==> src/rtl/wdt_pkg.sv <==
package wdt_pkg;
  localparam int unsigned REG_W    = 16;
  localparam int unsigned MULT_W   = 4;
  localparam int unsigned BIT_SEC  = 1;
  localparam int unsigned BIT_BOOT = 2;
  localparam int unsigned BIT_SMI  = 4;
  localparam int unsigned BIT_ME   = 5;

  typedef struct packed {
    logic me;
    logic smi;
    logic boot;
    logic sec;
  } wdt_stat_t;
endpackage

==> src/rtl/wdt_rst_sync.sv <==
module wdt_rst_sync #(
  parameter int unsigned STAGES = 2
) (
  input  logic clk,
  input  logic arst_n,
  output logic srst_n
);
  logic [STAGES-1:0] sh_q;

  always_ff @(posedge clk or negedge arst_n) begin
    if (!arst_n) sh_q <= '0;
    else         sh_q <= {sh_q[STAGES-2:0], 1'b1};
  end

  assign srst_n = sh_q[STAGES-1];
endmodule

==> src/rtl/wdt_stage_track.sv <==
module wdt_stage_track (
  input  logic clk,
  input  logic rst_n,
  input  logic expire,
  input  logic reload,
  output logic sec_evt
);
  logic pend_q, pend_d, pend_en;

  always_comb begin
    pend_d  = pend_q;
    pend_en = reload | expire;
    if (reload)      pend_d = 1'b0;
    else if (expire) pend_d = ~pend_q;
  end

  always_ff @(posedge clk or negedge rst_n) begin
    if (!rst_n)       pend_q <= 1'b0;
    else if (pend_en) pend_q <= pend_d;
  end

  assign sec_evt = expire & pend_q & ~reload;

  a_r4_reload_disarms: assert property (@(posedge clk) disable iff (!rst_n)
    reload |=> !pend_q);
  a_r3_second_disarms: assert property (@(posedge clk) disable iff (!rst_n)
    sec_evt |=> !pend_q);
endmodule

==> src/rtl/wdt_status_bits.sv <==
module wdt_status_bits
  import wdt_pkg::*;
(
  input  logic      clk,
  input  logic      rst_n,
  input  logic      sec_set,
  input  logic      fetched,
  input  logic      me_set,
  input  logic      smi_set,
  input  wdt_stat_t clr,
  output wdt_stat_t stat
);
  wdt_stat_t q, d;
  logic      upd;

  always_comb begin
    d.sec  = sec_set | (q.sec & ~clr.sec);
    d.boot = (sec_set & ~q.sec & ~fetched) | (q.boot & ~(clr.boot & ~q.sec));
    d.smi  = smi_set | (q.smi & ~clr.smi);
    d.me   = me_set  | (q.me  & ~clr.me);
    upd    = sec_set | me_set | smi_set | (|clr);
  end

  always_ff @(posedge clk or negedge rst_n) begin
    if (!rst_n)   q <= '0;
    else if (upd) q <= d;
  end

  assign stat = q;

  a_r3_sec_sets: assert property (@(posedge clk) disable iff (!rst_n)
    sec_set |=> q.sec);
  a_r6_boot_with_sec: assert property (@(posedge clk) disable iff (!rst_n)
    $rose(q.boot) |-> $rose(q.sec));
  a_r7_boot_held: assert property (@(posedge clk) disable iff (!rst_n)
    (q.boot && q.sec) |=> q.boot);
  a_r10_me_sets: assert property (@(posedge clk) disable iff (!rst_n)
    me_set |=> q.me);
  a_r11_smi_sets: assert property (@(posedge clk) disable iff (!rst_n)
    smi_set |=> q.smi);
endmodule

==> src/rtl/wdt_reboot_pulse.sv <==
module wdt_reboot_pulse #(
  parameter int unsigned PULSE_W = 16,
  parameter int unsigned MULT_W  = 4
) (
  input  logic              clk,
  input  logic              rst_n,
  input  logic              sec_evt,
  input  logic              no_reboot,
  input  logic              boot_flag,
  output logic              rst_req,
  output logic [MULT_W-1:0] mult_sel
);
  localparam int unsigned CW = $clog2(PULSE_W + 1);
  localparam logic [CW-1:0] LOAD = CW'(PULSE_W);

  logic [CW-1:0] cnt_q, cnt_d;
  logic          active, trig, cnt_en;

  assign active = (cnt_q != '0);
  assign trig   = sec_evt & ~no_reboot & ~active;

  always_comb begin
    cnt_d  = cnt_q;
    cnt_en = trig | active;
    if (trig)        cnt_d = LOAD;
    else if (active) cnt_d = cnt_q - 1'b1;
  end

  always_ff @(posedge clk or negedge rst_n) begin
    if (!rst_n)      cnt_q <= '0;
    else if (cnt_en) cnt_q <= cnt_d;
  end

  assign rst_req  = active;
  assign mult_sel = (active && boot_flag) ? '1 : '0;

  a_r8_starts: assert property (@(posedge clk) disable iff (!rst_n)
    trig |=> (cnt_q == LOAD));
  a_r8_blocked: assert property (@(posedge clk) disable iff (!rst_n)
    (no_reboot && !active) |=> !rst_req);
endmodule

==> src/rtl/wdt_reg_port.sv <==
module wdt_reg_port
  import wdt_pkg::*;
(
  input  logic             wr,
  input  logic [REG_W-1:0] wdata,
  input  wdt_stat_t        stat,
  output wdt_stat_t        clr,
  output logic [REG_W-1:0] rdata
);
  always_comb begin
    clr.sec  = wr & wdata[BIT_SEC];
    clr.boot = wr & wdata[BIT_BOOT];
    clr.smi  = wr & wdata[BIT_SMI];
    clr.me   = wr & wdata[BIT_ME];
    rdata            = '0;
    rdata[BIT_SEC]   = stat.sec;
    rdata[BIT_BOOT]  = stat.boot;
    rdata[BIT_SMI]   = stat.smi;
    rdata[BIT_ME]    = stat.me;
  end
endmodule

==> src/rtl/wdt_status_ctrl.sv <==
module wdt_status_ctrl
  import wdt_pkg::*;
#(
  parameter int unsigned PULSE_W     = 16,
  parameter int unsigned SYNC_STAGES = 2
) (
  input  logic              clk,
  input  logic              rsm_rst_n,
  input  logic              hard_rst_n,
  input  logic              wdt_expire,
  input  logic              wdt_reload,
  input  logic              cpu_fetched,
  input  logic              no_reboot,
  input  logic              me_wake_evt,
  input  logic              smi_msg_evt,
  input  logic              reg_wr,
  input  logic [15:0]       reg_wdata,
  output logic [15:0]       reg_rdata,
  output logic              plat_rst_req,
  output logic              wake_s0_req,
  output logic [3:0]        mult_sel
);
  logic      rsm_sync_n, warm_sync_n, warm_arst_n, sec_evt;
  wdt_stat_t stat, clr;

  assign warm_arst_n = rsm_rst_n & hard_rst_n;

  wdt_rst_sync #(.STAGES(SYNC_STAGES)) u_rsm_sync (
    .clk(clk), .arst_n(rsm_rst_n), .srst_n(rsm_sync_n));
  wdt_rst_sync #(.STAGES(SYNC_STAGES)) u_warm_sync (
    .clk(clk), .arst_n(warm_arst_n), .srst_n(warm_sync_n));

  wdt_stage_track u_stage (
    .clk(clk), .rst_n(warm_sync_n), .expire(wdt_expire),
    .reload(wdt_reload), .sec_evt(sec_evt));

  wdt_status_bits u_bits (
    .clk(clk), .rst_n(rsm_sync_n), .sec_set(sec_evt), .fetched(cpu_fetched),
    .me_set(me_wake_evt), .smi_set(smi_msg_evt), .clr(clr), .stat(stat));

  wdt_reboot_pulse #(.PULSE_W(PULSE_W), .MULT_W(MULT_W)) u_pulse (
    .clk(clk), .rst_n(warm_sync_n), .sec_evt(sec_evt), .no_reboot(no_reboot),
    .boot_flag(stat.boot), .rst_req(plat_rst_req), .mult_sel(mult_sel));

  wdt_reg_port u_port (
    .wr(reg_wr), .wdata(reg_wdata), .stat(stat), .clr(clr), .rdata(reg_rdata));

  assign wake_s0_req = stat.me;

  a_r9_mult_in_pulse: assert property (@(posedge clk) disable iff (!warm_sync_n)
    (mult_sel != '0) |-> (plat_rst_req && reg_rdata[BIT_BOOT]));
  a_r10_wake_tracks: assert property (@(posedge clk) disable iff (!rsm_sync_n)
    wake_s0_req == reg_rdata[BIT_ME]);
  a_r2_rsvd_write: assert property (@(posedge clk) disable iff (!rsm_sync_n)
    (reg_wr && (reg_wdata & 16'h0036) == 16'h0 && !sec_evt && !me_wake_evt && !smi_msg_evt)
      |=> $stable(reg_rdata));
endmodule

==> config.mk <==
export PLATFORM = sky130hd
export DESIGN_NAME = wdt_status_ctrl
export DESIGN_NICKNAME = d
export VERILOG_FILES = /design/src/rtl/wdt_pkg.sv /design/src/rtl/wdt_rst_sync.sv /design/src/rtl/wdt_stage_track.sv /design/src/rtl/wdt_status_bits.sv /design/src/rtl/wdt_reboot_pulse.sv /design/src/rtl/wdt_reg_port.sv /design/src/rtl/wdt_status_ctrl.sv
export SDC_FILE = /design/constraint.sdc
export NUM_CORES = 1
export LEC_CHECK = 0
export CAP_MARGIN = 20
export CORE_MARGIN = 5
export CORE_UTILIZATION = 28
export DETAILED_ROUTE_END_ITERATION = 8
export GPL_ROUTABILITY_DRIVEN = 0
export PLACE_DENSITY_LB_ADDON = 0.3
export SYNTH_ARGS = -nofsm -noshare
export SYNTH_HDL_FRONTEND = slang
export SYNTH_HIERARCHICAL = 1
export SYNTH_SLANG_ARGS = --single-unit
==> constraint.sdc <==
create_clock -name clk -period 2.4 [get_ports clk]
set_clock_uncertainty 0.05 [all_clocks]
set_input_delay 0.36 -clock clk [delete_from_list [all_inputs] [get_ports clk]]
set_output_delay 0.36 -clock clk [all_outputs]
set_load 0.02 [all_outputs]
## Yosys cells after proc, flatten, opt, wreduce, memory -nomap -nowiden

Cells that the tools add are included.

| word-level totals | value |
|---|---|
| flip-flop bits (word level) | 14 |
| input bits | 26 |
| output and inout port bits | 22 |
| logic and storage cells | 56 |

| cells by class | value |
|---|---|
| $add $sub $neg | 1 |
| multiplexer cells | 5 |
| bitwise operators | 35 |
| reductions and logical operators | 7 |

Operators by type and width:

| operator | number |
|---|---|
| AND 1 bit | 16 |
| 2-to-1 mux 5 bit | 2 |
| inverter 1 bit | 10 |
| bitwise OR 1 bit | 9 |
| nonzero test 5 bit | 1 |
| subtractor 5 x 1 -> 5 bit (second input constant) | 1 |
| 2-to-1 mux 4 bit | 1 |
| AND reduction 2 bit | 2 |
| nonzero test 2 bit | 2 |
| OR reduction 4 bit | 1 |
| 2-to-1 mux 1 bit | 2 |
| logical AND 1 bit | 1 |

## Longest topological paths before layout

| logic depth | value |
|---|---|
| depth after elaboration | 6 |
| gate-level depth with buffers | 5 |
| mapped depth without buffers | 5 |

## By module

Netlist, hierarchy kept.

Modules (own cells, without submodules):

| module | times used | cells an instance | area each (µm²) | sequential area each (µm²) |
|---|---|---|---|---|
| wdt_reboot_pulse | 1 | 29 | 291.5 | 125.1 |
| wdt_status_bits | 1 | 13 | 153.9 | 100.1 |
| wdt_reg_port | 1 | 21 | 148.9 | 0.0 |
| wdt_rst_sync | 2 | 3 | 53.8 | 50.0 |
| wdt_stage_track | 1 | 5 | 45.0 | 25.0 |
| wdt_status_ctrl | 1 | 1 | 6.3 | 0.0 |

## Worst setup path after synthesis

Ideal clock, no wire load.

| path | value |
|---|---|
| path kind | register to output |
| from | register u_pulse.cnt_q[0] |
| to | output port mult_sel[1] |
| data arrival time | 1,438 ps |
| required time | 1,990 ps |
| path slack | 552 ps |
| cell stages (with the launch flop) | 6 |
| buffers on the path | 1 |
| cell sequence | dfrtp_1 -> inv_1 -> ha_1 -> nor4b_4 -> nor2b_1 -> buf_4 |

| on the way | value |
|---|---|
| longest elaborated chain between the ends | 3 |

Ends and longest elaborated chain:

| what | RTL line | source |
|---|---|---|
| from (decl) | wdt_reboot_pulse.sv:16 | `logic [CW-1:0] cnt_q, cnt_d;` |
| from (signal assigned) | wdt_reboot_pulse.sv:31 | `else if (cnt_en) cnt_q <= cnt_d;` |
| nonzero test 5 bit | wdt_reboot_pulse.sv:19 | `assign active = (cnt_q != '0);` |
| logical AND 1 bit | wdt_reboot_pulse.sv:35 | `assign mult_sel = (active && boot_flag) ? '1 : '0;` |
| 2-to-1 mux 4 bit | wdt_reboot_pulse.sv:35 |  |
| to (decl) | wdt_status_ctrl.sv:21 | `output logic [3:0] mult_sel` |

No other way between the ends.

## Final worst setup path

| path | value |
|---|---|
| from | register u_pulse.cnt_q[0] |
| to | output port mult_sel[2] |

Same word-level chain as after synthesis.

==> reports/qor.csv <==
stage;metric;value;unit
outcome;outcome;complete, no violations;
worst_setup_path;WP data required;1990;ps
sta;min Tclk post-route;2122;ps
power_and_ir_drop;Int Pwr;0.5193;mW
worst_setup_path;worst setup path class;reg -> out;
worst_setup_path;Top delay family on crit path;buffers and inverters;
sta;Max Slew Vio Count;0;
logic_synthesis;Top FF cell, synth;dfrtp_1;
logic_synthesis;most instantiated cells after synthesis;buf_4 (19), dfrtp_1 (14), inv_1 (7);
worst_setup_path;Worst Path Arrival;1710;ps
power_and_ir_drop;Clk pwr share;21.8;%
logic_synthesis;Cells after Synth;75;
final_layout;design area;960.9;um^2
logic_synthesis;largest cells by area after synthesis;dfrtp_1 (47%), buf_4 (19%), and2_1 (4.2%);
power_and_ir_drop;Flop pwr share;44.3;%
logic_synthesis;number of synthesized register bits;14;
final_layout;register area;350.3;um^2
floorplan;initial core utilization;29.86;%
final_layout;Final Non-Filler Cells;125;
sta;Hold Slack;16.60;ps
routing;total length of routed wires;1197;um
final_layout;fillers;265;
routing;Post-route DRC;0;
floorplan;Die H;61.87;um
floorplan;# rows;18;
routing;number of DRC markers in iteration 0;5;
final_layout;n_diodes;0;
clocking;clk sinks;14;
sta;fin crit share;88.44;%
logic_synthesis;Synth top area share;46.51;%
logic_synthesis;most frequent cell after synthesis;buf_4;
routing;Vias;484;
worst_setup_path;CP max-delay cell;dfrtp_1;
sta;Setup TNS;0;ps
routing;wire per inst;9.576;um
sta;RSZ-0062 raised after global routing;no;
power_and_ir_drop;combinational power share;33.9;%
logic_synthesis;async set-reset flop share out of synthesis;100.0;%
grt;grt ovf;0;
logic_synthesis;post-synth cell types;21;
placed_design;buffers added on ports;23;
hold_path;Worst Hold Class;reg -> async;
floorplan;core footprint;2522;um^2
logic_synthesis;yosys warns;6;
placed_design;Cell Area, Placed;919.6;um^2
clocking;Num CTS Buffers;3;
worst_setup_path;Max Fanout on Critical Path;5;
power_and_ir_drop;Worst VDD drop;0.2798;mV
placed_design;DP Wirelength;1020;um
worst_setup_path;critical path cell sequence;inv_1 > ha_1 > nor4b_4 > nor2b_1 > dlygate4sd2_1;
power_and_ir_drop;switching power;0.2592;mW
logic_synthesis;post-synth top area cell;dfrtp_1;
logic_synthesis;post-synthesis sequential area ratio;46.51;%
power_and_ir_drop;sw frac;33.30;%
grt;initial antenna violation count;0;
sta;fmax;471.1;MHz
logic_synthesis;average size of a mapped cell;10.04;um^2
grt;first-pass GRT wire length;2139;um
grt;total track usage;7.916;%
clocking;CTS root buf;clkbuf_4;
routing;Avg Vias per Cell;3.872;
sta;Final Hold Viols;0;
floorplan;die area;3827;um^2
grt;pin count of the biggest net entering global routing;9;
routing;DRT antenna net count;0;
power_and_ir_drop;Static Leak;0.4587;nW
grt;vias in the first global route;487;
clocking;clock latency on the worst-skew pair;280;ps
routing;first-pass iteration count of the detailed router;2;
worst_setup_path;Crit path buffers/inverters;2;
power_and_ir_drop;PwrDens;810.2;nW/um^2
final_layout;P&R area growth vs syn;27.57;%
clocking;clock-pin slew on the worst setup and hold paths;80;ps
sta;final setup fails;0;
logic_synthesis;EDFF count, synth;0;
final_layout;multi-input logic area;275.3;um^2
final_layout;post-layout utilization of the core;38.10;%
final_layout;nets@finish;123;
clocking;Max Root-Sink Buffers;2;
final_layout;layout cells sized above 1;9.474;%
worst_setup_path;Worst path max stage delay;410;ps
placed_design;placed instance count;120;
flow_run;max-cap viol count;0;
clocking;CTS tree;done;
worst_setup_path;Critical Path End Type;output pin;
floorplan;die width;61.87;um
floorplan;Top Ports;48;
logic_synthesis;synthesized cell area;753.2;um^2
worst_setup_path;Startpoint Class;flop;
clocking;H-Tree Depth;1;
-- stage by stage --
| stage | worst slack (ps) | power, mW |
|---|---|---|
| after global placement | 255.7 | 0.6111 |
| final | 277.5 | 0.7785 |
| after detailed placement | 210.4 | 0.6205 |
| after CTS | 72.67 | 0.7932 |
| after global routing | 108.4 | 0.8453 |
| after floorplan | 551.8 | 0.5544 |
-- power groups by stage --
stage	sequential, mW	clock, mW	combinational (mW)
floorplan	0.341	0	0.213
global placement	0.350	0	0.262
detailed placement	0.352	0	0.269
CTS	0.347	0.176	0.270
global route	0.358	0.191	0.296
finish	0.345	0.170	0.264
-- layout make-up --
type,count,share of cell area [%]
clock buffers,4,3.776
inverters,7,2.734
multi-input cells,46,28.65
flip-flops and latches,14,36.46
well taps,30,3.906
repair buffers,24,24.48
-- sequential cells by signal, indices dropped and copies added, names as in the netlist --
name              flops
u_stage/pend_q        1
u_warm_sync/sh_q      2
u_rsm_sync/sh_q       2
u_pulse/cnt_q         5
u_bits/stat           4
-- kinds of logic (layout without fill, tap and decap cells) --
kind of cell	count (synthesis)	count (layout)	share of synthesized area [%]
buf+inv	26	35	22.43
simple gates	20	20	16.11
flops	14	14	46.51
compound gates	7	7	6.312
other cells	3	14	1.495
mux	3	3	4.319
fa+ha+maj	1	1	1.661
xor+xnor	1	1	1.163
-- per-layer routing --
metal,vias up,global-route usage (%),share of wire [%]
li1,240,-,-
met1,217,9.311,43
met2,23,11.96,45
met3,4,2.273,9.9
met4,0,6.364,2.9
met5,-,0,0
-- worst register-to-register path, cell delays in order, from the launching register on --
cell	delay, ps
dfrtp_1	410
inv_1	70
ha_1	220
nor4b_4	280
buf_4	180
nand2b_1	100
mux2i_1	60
-- cell usage in the layout (no fill, tap or decap), types with 3 or more instances in the layout --
master / count
conb_1: 14
inv_1: 7
dlygate4sd2_1: 4
clkbuf_4: 3
dfrtp_1: 14
clkdlybuf4s50_1: 18
nor2_1: 5
and2_1: 5
nand2b_1: 3
-- worst paths after layout --
| path | start | slack [ps] | cells past startpoint | end |
|---|---|---|---|---|
| max | u_pulse/cnt_q[0]$_DFFE_PN0P_ | 280 | 5 | mult_sel[2] |
| max reg2reg | u_pulse/cnt_q[0]$_DFFE_PN0P_ | 920 | 6 | u_pulse/cnt_q[2]$_DFFE_PN0P_ |
| min | u_rsm_sync/sh_q[1]$_DFF_PN0_ | 20 | 0 | u_bits/stat[0]$_DFFE_PN0P_ |
| min reg2reg | u_rsm_sync/sh_q[1]$_DFF_PN0_ | 20 | 0 | u_bits/stat[0]$_DFFE_PN0P_ |
| min in group clk | u_warm_sync/sh_q[0]$_DFF_PN0_ | 310 | 0 | u_warm_sync/sh_q[1]$_DFF_PN0_ |
| max in group asynchronous | rsm_rst_n | 1820 | 2 | u_warm_sync/sh_q[1]$_DFF_PN0_ |
-- repair_timing --
action	in CTS	in global routing
hold endpoints to repair	0	0
setup endpoints to repair	5	1
hold buffers	0	0
buffers inserted	1	0
gates resized for setup	4	1
No activity file was read; power rests on OpenSTA's default activity.
